[config.mk]
export PLATFORM = sky130hd
export DESIGN_NAME = lpm_ctrl
export DESIGN_NICKNAME = d
export VERILOG_FILES = /design/src/rtl/lpm_pkg.sv /design/src/rtl/lpm_wake_qual.sv /design/src/rtl/lpm_sleep_decode.sv /design/src/rtl/lpm_clk_sel.sv /design/src/rtl/lpm_ctrl.sv
export SDC_FILE = /design/constraint.sdc
export NUM_CORES = 1
export LEC_CHECK = 0
export ABC_AREA = 1
export ABC_CLOCK_PERIOD_IN_PS = 1550
export CAP_MARGIN = 15
export CORE_AREA = 4 4 41 43
export DETAILED_ROUTE_END_ITERATION = 8
export DIE_AREA = 0 0 45 47
export GPL_TIMING_DRIVEN = 1
export PLACE_DENSITY = 0.72
export RECOVER_POWER = 100
export REMOVE_ABC_BUFFERS = 1
export SLEW_MARGIN = 20
export SYNTH_ARGS = -nofsm -noshare
export SYNTH_HDL_FRONTEND = slang
export SYNTH_SLANG_ARGS = --single-unit
[constraint.sdc]
create_clock -name clk -period 1.55 [get_ports clk]
set_clock_uncertainty 0.1 [all_clocks]
set_input_delay 0.2325 -clock clk [delete_from_list [all_inputs] [get_ports clk]]
set_output_delay 0.2325 -clock clk [all_outputs]
set_load 0.02 [all_outputs]
[src/rtl/lpm_pkg.sv]
package lpm_pkg;

    typedef enum logic [2:0] {
        MODE_RESET   = 3'd0,
        MODE_ACT_HI  = 3'd1,
        MODE_ACT_MED = 3'd2,
        MODE_SUBACT  = 3'd3,
        MODE_SLP_HI  = 3'd4,
        MODE_SLP_MED = 3'd5,
        MODE_STANDBY = 3'd6,
        MODE_WATCH   = 3'd7
    } lpm_mode_e;

    typedef struct packed {
        logic standby_sel;
        logic low_speed;
        logic med_speed;
        logic watch_sel;
    } lpm_ctl_t;

    function automatic logic lpm_is_active(lpm_mode_e m);
        return (m == MODE_ACT_HI) || (m == MODE_ACT_MED) || (m == MODE_SUBACT);
    endfunction

    function automatic logic lpm_is_low_power(lpm_mode_e m);
        return (m == MODE_SLP_HI) || (m == MODE_SLP_MED) ||
               (m == MODE_STANDBY) || (m == MODE_WATCH);
    endfunction

    function automatic lpm_mode_e lpm_wake_target(lpm_ctl_t c);
        if (c.low_speed)      return MODE_SUBACT;
        else if (c.med_speed) return MODE_ACT_MED;
        else                  return MODE_ACT_HI;
    endfunction

endpackage

[src/rtl/lpm_wake_qual.sv]
module lpm_wake_qual
    import lpm_pkg::*;
#(
    parameter int NUM_SRC  = 6,
    parameter int SRC_IRQ0 = 0,
    parameter int SRC_IRQ1 = 1,
    parameter int SRC_TIMA = 2
) (
    input  lpm_mode_e          mode,
    input  logic               int_mask,
    input  logic [NUM_SRC-1:0] irq_req,
    input  logic [NUM_SRC-1:0] irq_en,
    output logic               wake
);

    localparam logic [NUM_SRC-1:0] ONE = {{(NUM_SRC-1){1'b0}}, 1'b1};
    localparam logic [NUM_SRC-1:0] STBY_SET  = (ONE << SRC_IRQ0) | (ONE << SRC_IRQ1);
    localparam logic [NUM_SRC-1:0] WATCH_SET = (ONE << SRC_IRQ0) | (ONE << SRC_TIMA);

    logic [NUM_SRC-1:0] live;
    logic [NUM_SRC-1:0] stby_hit;
    logic [NUM_SRC-1:0] watch_hit;

    for (genvar i = 0; i < NUM_SRC; i++) begin : g_src
        assign live[i]      = irq_req[i] & irq_en[i];
        assign stby_hit[i]  = live[i] & STBY_SET[i];
        assign watch_hit[i] = live[i] & WATCH_SET[i];
    end

    logic any_hit;

    always_comb begin
        unique case (mode)
            MODE_STANDBY:              any_hit = |stby_hit;
            MODE_WATCH:                any_hit = |watch_hit;
            MODE_SLP_HI, MODE_SLP_MED: any_hit = |live;
            default:                   any_hit = 1'b0;
        endcase
        wake = any_hit & ~int_mask;
    end

    // a wake from standby needs a live IRQ0 or IRQ1 request
    always_comb begin
        if (wake && mode == MODE_STANDBY)
            a_r6_standby_src: assert ((irq_req[SRC_IRQ0] & irq_en[SRC_IRQ0]) |
                                      (irq_req[SRC_IRQ1] & irq_en[SRC_IRQ1]));
    end

    // a wake from watch needs a live IRQ0 or timer A request
    always_comb begin
        if (wake && mode == MODE_WATCH)
            a_r6_watch_src: assert ((irq_req[SRC_IRQ0] & irq_en[SRC_IRQ0]) |
                                    (irq_req[SRC_TIMA] & irq_en[SRC_TIMA]));
    end

    // the global mask blocks every wake
    always_comb begin
        if (int_mask)
            a_r7_mask_blocks: assert (!wake);
    end

endmodule

[src/rtl/lpm_sleep_decode.sv]
module lpm_sleep_decode
    import lpm_pkg::*;
(
    input  lpm_ctl_t  ctl,
    output logic      valid,
    output lpm_mode_e target
);

    always_comb begin
        valid  = 1'b1;
        target = MODE_ACT_HI;
        if (ctl.standby_sel && ctl.watch_sel) begin
            target = MODE_WATCH;
        end else if (ctl.standby_sel && !ctl.low_speed) begin
            target = MODE_STANDBY;
        end else if (!ctl.standby_sel && !ctl.low_speed) begin
            target = ctl.med_speed ? MODE_SLP_MED : MODE_SLP_HI;
        end else begin
            valid = 1'b0;
        end
    end

endmodule

[src/rtl/lpm_clk_sel.sv]
module lpm_clk_sel
    import lpm_pkg::*;
#(
    parameter int DIV_W    = 2,
    parameter int SHIFT_W  = 3,
    parameter int MED_BASE = 4,
    parameter int SUB_MAX  = 3
) (
    input  lpm_mode_e          mode,
    input  logic [DIV_W-1:0]   sub_div,
    input  logic [DIV_W-1:0]   med_div,
    output logic [SHIFT_W-1:0] div_shift
);

    localparam logic [SHIFT_W-1:0] BASE_M = SHIFT_W'(MED_BASE);
    localparam logic [SHIFT_W-1:0] S_MAX  = SHIFT_W'(SUB_MAX);

    logic [SHIFT_W-1:0] sub_shift;

    always_comb begin
        sub_shift = SHIFT_W'(sub_div) + SHIFT_W'(1);
        if (sub_shift > S_MAX) sub_shift = S_MAX;
    end

    always_comb begin
        unique case (mode)
            MODE_SUBACT:  div_shift = sub_shift;
            MODE_ACT_MED: div_shift = BASE_M + SHIFT_W'(med_div);
            default:      div_shift = '0;
        endcase
    end

    // the subactive shift stays within divide-by-2 .. divide-by-8
    always_comb begin
        if (mode == MODE_SUBACT)
            a_r11_sub_range: assert (div_shift >= SHIFT_W'(1) && div_shift <= S_MAX);
    end

endmodule

[src/rtl/lpm_ctrl.sv]
module lpm_ctrl
    import lpm_pkg::*;
#(
    parameter int NUM_SRC  = 6,
    parameter int DIV_W    = 2,
    parameter int SHIFT_W  = 3,
    parameter int MED_BASE = 4
) (
    input  logic               clk,
    input  logic               rst_n,
    input  logic               sleep_i,
    input  logic               standby_sel_i,
    input  logic               low_speed_i,
    input  logic               med_speed_i,
    input  logic               watch_sel_i,
    input  logic               int_mask_i,
    input  logic [NUM_SRC-1:0] irq_req_i,
    input  logic [NUM_SRC-1:0] irq_en_i,
    input  logic [DIV_W-1:0]   sub_div_i,
    input  logic [DIV_W-1:0]   med_div_i,
    output logic [2:0]         mode_o,
    output logic               halt_o,
    output logic [SHIFT_W-1:0] div_shift_o
);

    lpm_mode_e state_q, state_d;
    lpm_ctl_t  ctl;
    logic      sleep_ok;
    lpm_mode_e sleep_tgt;
    logic      wake;

    assign ctl = '{standby_sel: standby_sel_i, low_speed: low_speed_i,
                   med_speed: med_speed_i, watch_sel: watch_sel_i};

    lpm_sleep_decode u_decode (
        .ctl    (ctl),
        .valid  (sleep_ok),
        .target (sleep_tgt)
    );

    lpm_wake_qual #(.NUM_SRC(NUM_SRC)) u_wake (
        .mode     (state_q),
        .int_mask (int_mask_i),
        .irq_req  (irq_req_i),
        .irq_en   (irq_en_i),
        .wake     (wake)
    );

    lpm_clk_sel #(
        .DIV_W    (DIV_W),
        .SHIFT_W  (SHIFT_W),
        .MED_BASE (MED_BASE)
    ) u_clk (
        .mode      (state_q),
        .sub_div   (sub_div_i),
        .med_div   (med_div_i),
        .div_shift (div_shift_o)
    );

    always_comb begin
        state_d = state_q;
        unique case (state_q)
            MODE_RESET:
                state_d = MODE_ACT_HI;
            MODE_ACT_HI, MODE_ACT_MED, MODE_SUBACT:
                if (sleep_i && sleep_ok) state_d = sleep_tgt;
            MODE_SLP_HI, MODE_SLP_MED, MODE_STANDBY, MODE_WATCH:
                if (wake) state_d = lpm_wake_target(ctl);
            default:
                state_d = MODE_RESET;
        endcase
    end

    always_ff @(posedge clk or negedge rst_n) begin
        if (!rst_n) state_q <= MODE_RESET;
        else        state_q <= state_d;
    end

    always_comb begin
        mode_o = state_q;
        halt_o = !lpm_is_active(state_q);
    end

    // reset always leaves for active high-speed
    a_r1_leave_reset: assert property (@(posedge clk) disable iff (!rst_n)
        state_q == MODE_RESET |=> state_q == MODE_ACT_HI);

    // standby entry
    a_r2_standby_entry: assert property (@(posedge clk) disable iff (!rst_n)
        lpm_is_active(state_q) && sleep_i && standby_sel_i && !low_speed_i && !watch_sel_i
        |=> state_q == MODE_STANDBY);

    // watch entry
    a_r3_watch_entry: assert property (@(posedge clk) disable iff (!rst_n)
        lpm_is_active(state_q) && sleep_i && standby_sel_i && watch_sel_i
        |=> state_q == MODE_WATCH);

    // sleep entry at the speed given by medium-speed-on
    a_r4_sleep_entry: assert property (@(posedge clk) disable iff (!rst_n)
        lpm_is_active(state_q) && sleep_i && !standby_sel_i && !low_speed_i
        |=> state_q == (med_speed_i ? MODE_SLP_MED : MODE_SLP_HI));

    // undecoded strobes leave the mode alone
    a_r5_undecoded: assert property (@(posedge clk) disable iff (!rst_n)
        lpm_is_active(state_q) && sleep_i && low_speed_i && !(standby_sel_i && watch_sel_i)
        |=> $stable(state_q));

    // a masked halted mode stays put
    a_r7_masked_hold: assert property (@(posedge clk) disable iff (!rst_n)
        lpm_is_low_power(state_q) && int_mask_i |=> $stable(state_q));

    // the halt flag follows whether the core can execute
    a_r10_halt_active: assert property (@(posedge clk) disable iff (!rst_n)
        lpm_is_active(state_q) && !sleep_i |=> !halt_o);

endmodule

==> out/metrics.yaml <==
power_and_ir_drop:
  ir_worst_vdd_v: 0.000661
  p_leak_uw: 0.000374
  power_density_nw_per_um2: 1460
sta:
  whs_ps: 152
  slew_violations: 0
  fin_ws_ps: 47.7
  setup_viol: 0
  period_share: 0.969
  finalHoldViolations: 0
  rsz0062_at_grt: "yes"
  tightest_slew_ps: 214
  max-slew-margin-rel: 0.858
  fmax_mhz: 666
  tns_ps: 0
  layout_min_cycle_time_ps: 1500
finish:
  layout-drive-gt1-share: 0.258
  final_area_um2: 718
  fin_nets: 122
  diodes: 0
  largest_register_ffs: 3
  syn_to_final_growth_pct: 141
clock_network:
  cts_buffers: 3
  root_buffer: "clkbuf_4"
  clock_latency_ps: 230
  cts_num_sinks: 3
  ctsHoldBuffers: 0
  tritoncts: "built"
  htree_levels: 1
  cts.clk_slew.worst_paths_ps: 40
  clockBufferDepth: 2
status:
  outcome: "finished, final reports clean"
placed_design:
  hpwl_um: 923
  portBuffers: 30
  place_ws_ps: -286
  dpl-instance-area_um2: 692
  gp_congestion: 0.744
critical_path:
  path_common_cell: "buf_4"
  slowest_delay_ps: 370
  rr_worst_depth: 10
  cp_slowest_cell: "dfrtp_1"
  cp.required_ps: 1220
  crit_chain: "buf_4 > buf_4 > dlygate4sd2_1"
  setup.worst_path.class: "reg2out"
  crit_path_end_kind: "primary output"
  crit_arrival_ps: 1170
  reg2reg_from: "mode_o[0]$_DFFE_PN0P_"
  worstSetupStartpointType: "flip-flop"
  crit_path_start: "mode_o[0]$_DFFE_PN0P_"
  path_max_fanout: 2
yosys:
  synthAdderAreaFrac: 0
  synth_largest_area_cell: "nand2_1"
  ys_seq_area_frac: 0.252
  synth-compound-area-share: 0.168
  ys_types: 11
  syn_inst: 53
  syn_area_um2: 298
  synth_top_family_by_area: "simple AND/OR/NAND/NOR gates"
  ys_ff_latch: 3
  synth-xor-area-share: 0
  synth_area_leaders: "nand2_1 28%, dfrtp_1 25%, inv_1 10%, nand3_1 8.4%, o21ai_0 8.4%"
  synth-simple-area-share: 0.479
  ys_warn_count: 0
  synth_top_area_frac: 0.277
  synth.area.mux_share: 0
  avgSynthCellArea_um2: 5.62
die:
  die_w_um: 45
  die_area_um2: 2120
  io_pins: 31
  start_util: 0.229
  die_h_um: 47
  fp.coreArea_um2: 1300
  placementRows: 13
route:
  antenna_left: 0
  totalWireLength_um: 1050
  vias: 481
  firstDrtPassIters: 4
  viasPerCell: 4.29
  drt_iter0_drc: 6
  wl_per_cell_um: 9.41
  drcViolationCount: 0
global_route:
  overflow: 0
  antenna_found_initial: 0
  grt_max_degree: 6
  grt_pass1_wl_um: 1610
  first_global_vias: 423
  gr-usage-all-layers: 0.105
flow_run:
  cap_viol_max_count: 0
worst_hold_path:
  hp-class: "in2async"
-- stage by stage --
stage                util  total power [µW]  instances
finish              0.552              1050        112
detailed placement  0.532               953        108
CTS                 0.540              1030        112
floorplan               -               491         53
global route        0.552              1150        112
global placement    0.532               939        108
-- Yosys cell counts, drive strengths merged --
cell type,count
nor2,2
inv,8
o21ai,5
a31oi,1
nand3,5
and3b,1
dfrtp,3
nand2,25
a21oi,3
-- layer usage --
layer | wire (µm) | GRT usage | vias to the layer above
li1 | - | - | 255
met5 | 0 | 0 | -
met2 | 568 | 0.195 | 20
met4 | 7 | 0.0702 | 0
met1 | 359 | 0.108 | 204
met3 | 119 | 0.0153 | 2
-- cell usage in the layout (no fill, tap or decap), drive strengths merged --
cell type	instances
nand3	5
nand2	25
a31oi	1
dfrtp	3
clkdlybuf4s50	22
and3b	1
dlygate4sd2	3
a21oi	3
o21ai	5
buf	12
inv	8
clkbuf	5
nor2	2
dlygate4sd3	1
clkdlybuf4s15	1
-- worst max-delay path, delay by kind of cell, from the launching register on --
family	cells	cell delay [ps]
buf+inv	3	570
flops	1	370
-- final cells by class --
type	count	area [µm²]
Clock buffer	4	26.3
Tap cell	15	18.8
Timing Repair Buffer	40	363
Inverter	8	30.0
Sequential cell	3	77.6
Multi-Input combinational cell	42	203
Fill cell	140	583
-- cells by family (layout without fill, tap and decap cells) --
| kind of cell | count (synthesis) | in the layout |
|---|---|---|
| AND/OR/NAND/NOR | 33 | 33 |
| flip-flops | 3 | 3 |
| AO/OA/AOI/OAI | 9 | 9 |
| buffers and inverters | 8 | 52 |
-- where the power goes --
group | internal [µW] | switching (µW)
clock | 96.2 | 36.3
combinational | 381 | 370
sequential | 123 | 45.0
-- final timing paths --
check                                        end  slack (ps)
setup / recovery                       mode_o[0]          50
hold / removal             mode_o[0]$_DFFE_PN0P_         150
setup reg to reg           mode_o[0]$_DFFE_PN0P_         110
hold reg to reg            mode_o[1]$_DFFE_PN0P_         530
max in group asynchronous  mode_o[2]$_DFFE_PN0P_        1050
min in group clk           mode_o[2]$_DFFE_PN0P_         520
-- what timing repair did --
action,CTS,global route
endpoints found under the setup margin,7,3
pin swaps,0,1
buffers inserted,0,0
resized for setup,19,8
Power figures use the tool's default switching activity.
